File: config.mk
export PLATFORM = sky130hd
export DESIGN_NAME = rm_irq_entry
export DESIGN_NICKNAME = d
export VERILOG_FILES = /design/src/rtl/rmie_pkg.sv /design/src/rtl/rmie_req_latch.sv /design/src/rtl/rmie_addr_gen.sv /design/src/rtl/rmie_seq.sv /design/src/rtl/rm_irq_entry.sv
export SDC_FILE = /design/constraint.sdc
export NUM_CORES = 1
export LEC_CHECK = 0
export ABC_CLOCK_PERIOD_IN_PS = 3990
export BUFFER_PORTS_ARGS = -buffer_cell sky130_fd_sc_hd__buf_2
export CAP_MARGIN = 30
export CELL_PAD_IN_SITES_DETAIL_PLACEMENT = 1
export CELL_PAD_IN_SITES_GLOBAL_PLACEMENT = 2
export CORE_MARGIN = 2
export CORE_UTILIZATION = 26
export DETAILED_ROUTE_END_ITERATION = 7
export GPL_ROUTABILITY_DRIVEN = 0
export PLACE_DENSITY = 0.9
export SYNTH_ARGS = -nofsm -noshare
export SYNTH_HDL_FRONTEND = slang
export SYNTH_SLANG_ARGS = --single-unit
File: constraint.sdc
create_clock -name clk -period 3.99 [get_ports clk]
set_input_delay 0.1995 -clock clk [delete_from_list [all_inputs] [get_ports clk]]
set_output_delay 0.1995 -clock clk [all_outputs]
set_load 0.03 [all_outputs]
File: src/rtl/rmie_pkg.sv
package rmie_pkg;
  typedef enum logic [2:0] {
    ST_IDLE,
    ST_PUSH_FL,
    ST_PUSH_CS,
    ST_READ_CS,
    ST_PUSH_IP,
    ST_READ_IP
  } rmie_state_e;

  localparam int unsigned FLAG_TRAP_BIT  = 8;
  localparam int unsigned FLAG_INTEN_BIT = 9;
endpackage

File: src/rtl/rmie_req_latch.sv
module rmie_req_latch #(
  parameter int unsigned VEC_W = 8
) (
  input  logic             clk,
  input  logic             rst_n,
  input  logic             raise,
  input  logic [VEC_W-1:0] raise_vec,
  input  logic             halt_req,
  input  logic             accept,
  output logic             pending,
  output logic [VEC_W-1:0] vec,
  output logic             halted
);
  always_ff @(posedge clk) begin
    if (!rst_n) begin
      pending <= 1'b0;
      vec     <= '0;
      halted  <= 1'b0;
    end else begin
      if (raise) begin
        pending <= 1'b1;
        vec     <= raise_vec;
      end else if (accept) begin
        pending <= 1'b0;
      end
      if (halt_req) halted <= 1'b1;
    end
  end
endmodule

File: src/rtl/rmie_addr_gen.sv
module rmie_addr_gen
  import rmie_pkg::*;
#(
  parameter int unsigned WORD_W = 16,
  parameter int unsigned VEC_W  = 8,
  parameter int unsigned SHIFT  = 4
) (
  input  rmie_state_e               state,
  input  logic [WORD_W-1:0]         ss,
  input  logic [WORD_W-1:0]         sp,
  input  logic [VEC_W-1:0]          vec,
  output logic [WORD_W+SHIFT-1:0]   addr,
  output logic                      we
);
  localparam int unsigned ADDR_W = WORD_W + SHIFT;

  logic [WORD_W-1:0] seg, off, push_off, vec_off;

  assign push_off = sp - WORD_W'(2);
  assign vec_off  = WORD_W'({vec, 2'b00});

  always_comb begin
    seg = '0;
    off = '0;
    we  = 1'b0;
    case (state)
      ST_PUSH_FL, ST_PUSH_CS, ST_PUSH_IP: begin
        seg = ss;
        off = push_off;
        we  = 1'b1;
      end
      ST_READ_CS: off = vec_off + WORD_W'(2);
      ST_READ_IP: off = vec_off;
      default: ;
    endcase
  end

  assign addr = {seg, {SHIFT{1'b0}}} + ADDR_W'(off);
endmodule

File: src/rtl/rmie_seq.sv
module rmie_seq
  import rmie_pkg::*;
#(
  parameter int unsigned WORD_W       = 16,
  parameter int unsigned VEC_W        = 8,
  parameter int unsigned VEC_BYPASS_A = 0,
  parameter int unsigned VEC_BYPASS_B = 2
) (
  input  logic              clk,
  input  logic              rst_n,
  input  logic              pending,
  input  logic [VEC_W-1:0]  vec,
  input  logic              halted,
  output logic              accept,
  output logic [VEC_W-1:0]  active_vec,
  output rmie_state_e       state,
  input  logic              fetch_req,
  output logic              fetch_grant,
  output logic              entry_done,
  input  logic              ld_en,
  input  logic [WORD_W-1:0] ld_flags,
  input  logic [WORD_W-1:0] ld_cs,
  input  logic [WORD_W-1:0] ld_ip,
  input  logic [WORD_W-1:0] ld_sp,
  output logic [WORD_W-1:0] flags_q,
  output logic [WORD_W-1:0] cs_q,
  output logic [WORD_W-1:0] ip_q,
  output logic [WORD_W-1:0] sp_q,
  output logic              mem_valid,
  input  logic              mem_ready,
  input  logic [WORD_W-1:0] mem_rdata,
  output logic [WORD_W-1:0] mem_wdata
);
  localparam logic [WORD_W-1:0] IFTF_MASK =
    (WORD_W'(1) << FLAG_INTEN_BIT) | (WORD_W'(1) << FLAG_TRAP_BIT);

  logic idle, bypass, xfer;

  assign idle        = (state == ST_IDLE);
  assign bypass      = (vec == VEC_W'(VEC_BYPASS_A)) || (vec == VEC_W'(VEC_BYPASS_B));
  assign accept      = idle && pending && !halted && (bypass || flags_q[FLAG_INTEN_BIT]);
  assign fetch_grant = idle && fetch_req && !halted && !accept;
  assign mem_valid   = !idle;
  assign xfer        = mem_valid && mem_ready;

  always_comb begin
    case (state)
      ST_PUSH_FL: mem_wdata = flags_q;
      ST_PUSH_CS: mem_wdata = cs_q;
      ST_PUSH_IP: mem_wdata = ip_q;
      default:    mem_wdata = '0;
    endcase
  end

  always_ff @(posedge clk) begin
    if (!rst_n) begin
      state      <= ST_IDLE;
      active_vec <= '0;
      entry_done <= 1'b0;
      flags_q    <= '0;
      cs_q       <= '0;
      ip_q       <= '0;
      sp_q       <= '0;
    end else begin
      entry_done <= 1'b0;
      if (idle) begin
        if (ld_en) begin
          flags_q <= ld_flags;
          cs_q    <= ld_cs;
          ip_q    <= ld_ip;
          sp_q    <= ld_sp;
        end
        if (accept) begin
          active_vec <= vec;
          state      <= ST_PUSH_FL;
        end
      end else if (xfer) begin
        case (state)
          ST_PUSH_FL: begin
            sp_q    <= sp_q - WORD_W'(2);
            flags_q <= flags_q & ~IFTF_MASK;
            state   <= ST_PUSH_CS;
          end
          ST_PUSH_CS: begin
            sp_q  <= sp_q - WORD_W'(2);
            state <= ST_READ_CS;
          end
          ST_READ_CS: begin
            cs_q  <= mem_rdata;
            state <= ST_PUSH_IP;
          end
          ST_PUSH_IP: begin
            sp_q  <= sp_q - WORD_W'(2);
            state <= ST_READ_IP;
          end
          ST_READ_IP: begin
            ip_q       <= mem_rdata;
            entry_done <= 1'b1;
            state      <= ST_IDLE;
          end
          default: state <= ST_IDLE;
        endcase
      end
    end
  end
endmodule

File: src/rtl/rm_irq_entry.sv
module rm_irq_entry
  import rmie_pkg::*;
#(
  parameter int unsigned WORD_W       = 16,
  parameter int unsigned VEC_W        = 8,
  parameter int unsigned SHIFT        = 4,
  parameter int unsigned VEC_BYPASS_A = 0,
  parameter int unsigned VEC_BYPASS_B = 2,
  localparam int unsigned ADDR_W      = WORD_W + SHIFT
) (
  input  logic              clk,
  input  logic              rst_n,
  input  logic              irq_raise,
  input  logic [VEC_W-1:0]  irq_vec,
  input  logic              halt_req,
  input  logic              fetch_req,
  output logic              fetch_grant,
  output logic              entry_done,
  output logic              halted,
  input  logic              ld_en,
  input  logic [WORD_W-1:0] ld_flags,
  input  logic [WORD_W-1:0] ld_cs,
  input  logic [WORD_W-1:0] ld_ip,
  input  logic [WORD_W-1:0] ld_sp,
  input  logic [WORD_W-1:0] ss_i,
  output logic [WORD_W-1:0] flags_o,
  output logic [WORD_W-1:0] cs_o,
  output logic [WORD_W-1:0] ip_o,
  output logic [WORD_W-1:0] sp_o,
  output logic              mem_valid,
  input  logic              mem_ready,
  output logic              mem_we,
  output logic [ADDR_W-1:0] mem_addr,
  output logic [WORD_W-1:0] mem_wdata,
  input  logic [WORD_W-1:0] mem_rdata
);
  logic             pending, accept;
  logic [VEC_W-1:0] latched_vec, active_vec;
  rmie_state_e      state;

  rmie_req_latch #(.VEC_W(VEC_W)) u_req (
    .clk(clk), .rst_n(rst_n), .raise(irq_raise), .raise_vec(irq_vec),
    .halt_req(halt_req), .accept(accept), .pending(pending),
    .vec(latched_vec), .halted(halted)
  );

  rmie_seq #(
    .WORD_W(WORD_W), .VEC_W(VEC_W),
    .VEC_BYPASS_A(VEC_BYPASS_A), .VEC_BYPASS_B(VEC_BYPASS_B)
  ) u_seq (
    .clk(clk), .rst_n(rst_n), .pending(pending), .vec(latched_vec),
    .halted(halted), .accept(accept), .active_vec(active_vec), .state(state),
    .fetch_req(fetch_req), .fetch_grant(fetch_grant), .entry_done(entry_done),
    .ld_en(ld_en), .ld_flags(ld_flags), .ld_cs(ld_cs), .ld_ip(ld_ip), .ld_sp(ld_sp),
    .flags_q(flags_o), .cs_q(cs_o), .ip_q(ip_o), .sp_q(sp_o),
    .mem_valid(mem_valid), .mem_ready(mem_ready), .mem_rdata(mem_rdata),
    .mem_wdata(mem_wdata)
  );

  rmie_addr_gen #(.WORD_W(WORD_W), .VEC_W(VEC_W), .SHIFT(SHIFT)) u_addr (
    .state(state), .ss(ss_i), .sp(sp_o), .vec(active_vec),
    .addr(mem_addr), .we(mem_we)
  );
endmodule

==> flow_metrics.env <==
export IMPL_start_kind="flip-flop"
export IMPL_wl_per_cell_um=18.4
export IMPL_netlist_area_leader_share_pct=33.4
export IMPL_hold_class="input port to flip-flop"
export IMPL_hold_viol_final=0
export IMPL_final_net_count=995
export IMPL_max_slew_margin_pct=46.6
export IMPL_grt_antenna_before_repair=4
export IMPL_dp_cells=1116
export IMPL_post_route_util_pct=35.6
export IMPL_synth_edf_count=0
export IMPL_hpwl_mm=15.7
export IMPL_cts_reportedPaths_clkPinSlew_ns=0.07
export IMPL_antenna_left=0
export IMPL_dieHeight_um=145
export IMPL_io_buffers=215
export IMPL_postSynth_asyncResetShare_pct=0
export IMPL_cts_tree="yes"
export IMPL_yosys_cell_count_top_type="dfxtp_1"
export IMPL_synth_common_cells="86 x dfxtp_1, 82 x nand2_1, 82 x nor2_1, 81 x a21oi_1, 36 x a211oi_1"
export IMPL_fmax_mhz=262
export IMPL_io_pins=216
export IMPL_core_area_um2=19500
export IMPL_ys_seq_area_share_pct=33.4
export IMPL_clock_latency_ns=0.35
export IMPL_setup_viol=0
export IMPL_crit_required_ns=3.79
export IMPL_syn_to_final_growth_pct=34.8
export IMPL_pre_cts_slack_ns=0.207
export IMPL_ys_seq_elements=86
export IMPL_report_final_slew_viol_count=0
export IMPL_drt_wl_total_mm=21.0
export IMPL_cts_root_buf="clkbuf_16"
export IMPL_grt_max_degree=57
export IMPL_critical_path_class="flip-flop to output pin"
export IMPL_vias=5696
export IMPL_grt_pass1_vias=5801
export IMPL_outcome="completed"
export IMPL_grt_pass1_wl_mm=31.8
export IMPL_syn_nets=800
export IMPL_cap_violations=0
export IMPL_die_area_um2=20900
export IMPL_clock_sinks=86
export IMPL_initial_core_util_pct=26.4
export IMPL_synth_distinct_cells=59
export IMPL_setup_slack_ns=0.169
export IMPL_drive_gt1_share_pct=33.5
export IMPL_clockBufferDepth=2
export IMPL_htreeDepth=3
export IMPL_gr_total_overflow=0
export IMPL_vias_per_cell=4.99
export IMPL_grt_total_usage_pct=19.8
export IMPL_skew_ns=0.00952
export IMPL_fill_cells=2393
export IMPL_ir_drop_mv=0.205
export IMPL_dr_first_iter_drc_count=205
export IMPL_cellPowerDensity_nw_per_um2=509
export IMPL_end_kind="output pin"
export IMPL_synth_ff_type="dfxtp_1"
export IMPL_yosys_area_top_type="dfxtp_1"
export IMPL_min_period_over_period_pct=95.8
export IMPL_worstMarginPinSlew_ns=0.800
export IMPL_num_rows=51
export IMPL_dieWidth_um=145
export IMPL_fin_crit_ns=3.82
export IMPL_synth_area_top_cells="dfxtp_1 33%, a21oi_1 7.9%, nand2_1 6.0%"
export IMPL_route_detailed_drc=0
export IMPL_syn_inst=675
export IMPL_yosysWarnings=0
export IMPL_layoutNonFillerInstCount=1142
export IMPL_leakage_nw=3.17
export IMPL_postCtsHoldBufs=0
export IMPL_crit_fanout=7
export IMPL_syn_cell_area_um2=5150
export IMPL_drt_first_pass_iters=5
export IMPL_arrival_ns=3.62
export IMPL_cts_buffers=9
export IMPL_syn_avg_cell_area_um2=7.63
-- metal layers --
layer  part of all wire (%)  global-route usage (%)  wire length, um  up-vias
met4                    3.0                    7.56              637        4
li1                       -                       -                -     2770
met1                     42                    23.2             8730     2669
met5                   0.14                       0               30        -
met3                    8.5                    6.35             1800       36
met2                     47                    33.7             9830      217
-- where the power goes --
group,total [mW],internal (mW),switching [mW]
clock,0.829,0.434,0.395
sequential,1.10,0.968,0.131
combinational,1.60,0.566,1.04
total,3.53,1.97,1.56
-- logic make-up (layout without fill, tap and decap cells) --
family / after synthesis / count (layout) / synth area share [%]
other: 0 / 2 / 0
XOR/XNOR: 24 / 24 / 4.08
multiplexers: 21 / 21 / 4.08
flip-flops: 86 / 86 / 33.4
buffers and inverters: 64 / 264 / 5.32
AO/OA/AOI/OAI: 214 / 214 / 25.9
AND/OR/NAND/NOR: 251 / 251 / 23.5
adder cells (fa/ha/maj): 15 / 15 / 3.74
-- flip-flops by register name (all words and copies together), names as in the netlist --
name / cells
u_seq.active_vec: 8
u_req.vec: 8
u_req.halted: 1
u_seq.state: 3
u_seq.cs_q: 16
u_seq.entry_done: 1
u_req.pending: 1
u_seq.sp_q: 16
u_seq.ip_q: 16
u_seq.flags_q: 16
-- critical path: stages, from the launching register on --
cell	delay, ns
dfxtp_2	0.37
or4_4	0.56
nor4_4	0.21
xnor2_2	0.12
nor2b_1	0.15
o32ai_2	0.26
ha_1	0.32
and3_1	0.19
a221o_1	0.38
a21o_1	0.20
a21oi_1	0.16
xnor2_1	0.15
buf_4	0.19
-- timing repair --
| action | CTS | global route |
|---|---|---|
| endpoints found under the setup margin | 6 | 8 |
| setup buffers | 1 | 7 |
| pin swaps | 0 | 10 |
| hold endpoints to repair | 0 | 0 |
| gates cloned | 0 | 0 |
| gates resized for setup | 4 | 30 |
-- through the flow --
stage	cell area [um^2]	setup TNS, ns	hold WS (ns)	total power [mW]
3_5_place_dp	6460	0	0.416	2.63
2_1_floorplan	5150	0	0.315	2.16
3_3_place_gp	6440	0	0.407	2.60
6_report	6940	0	0.0588	3.53
5_1_grt	6940	-0.00296	0.0767	3.76
4_1_cts	6770	0	0.0462	3.49
-- final cells by class --
cell class,instances,area (um^2),share of cell area (%)
Multi-Input combinational cell,525,3280,47.3
Sequential cell,86,1720,24.9
Timing Repair Buffer,239,1280,18.4
Tap cell,265,332,4.78
Clock buffer,10,229,3.30
Clock inverter,6,53.8,0.775
Inverter,9,33.8,0.487
Antenna cell,2,5.00,0.0721
-- cell usage in the layout (no fill, tap or decap), types with 6 or more instances in the layout --
| cell | netlist | layout |
|---|---|---|
| inv_1 | 7 | 6 |
| ha_1 | 13 | 10 |
| xor2_1 | 9 | 8 |
| nand3_1 | 9 | 9 |
| o22ai_1 | 11 | 10 |
| nor3_1 | 8 | 6 |
| a22oi_1 | 18 | 18 |
| dfxtp_1 | 86 | 84 |
| and2_1 | 31 | 31 |
| clkbuf_16 | 0 | 9 |
| nor2b_1 | 12 | 10 |
| buf_2 | 15 | 211 |
| a211oi_1 | 36 | 35 |
| a21oi_1 | 81 | 77 |
| mux2i_1 | 21 | 21 |
| xnor2_1 | 15 | 13 |
| buf_4 | 2 | 27 |
| o21ai_0 | 31 | 30 |
| nor2_1 | 82 | 82 |
| nand2_1 | 82 | 81 |
-- final timing paths --
check,start,end,slack (ns),cells after the start
worst max-delay path,u_seq.sp_q[3]$_SDFFE_PN0P_,mem_addr[12],0.17,12
worst min register to register,u_seq.flags_q[2]$_SDFFE_PN0P_,u_seq.flags_q[2]$_SDFFE_PN0P_,0.48,2
worst max register to register,u_seq.state[2]$_SDFFE_PN0P_,u_seq.active_vec[6]$_SDFFE_PN0P_,1.62,7
worst min-delay path,halt_req,u_req.halted$_SDFFE_PN0P_,0.06,3
Power figures use the tool's default switching activity.
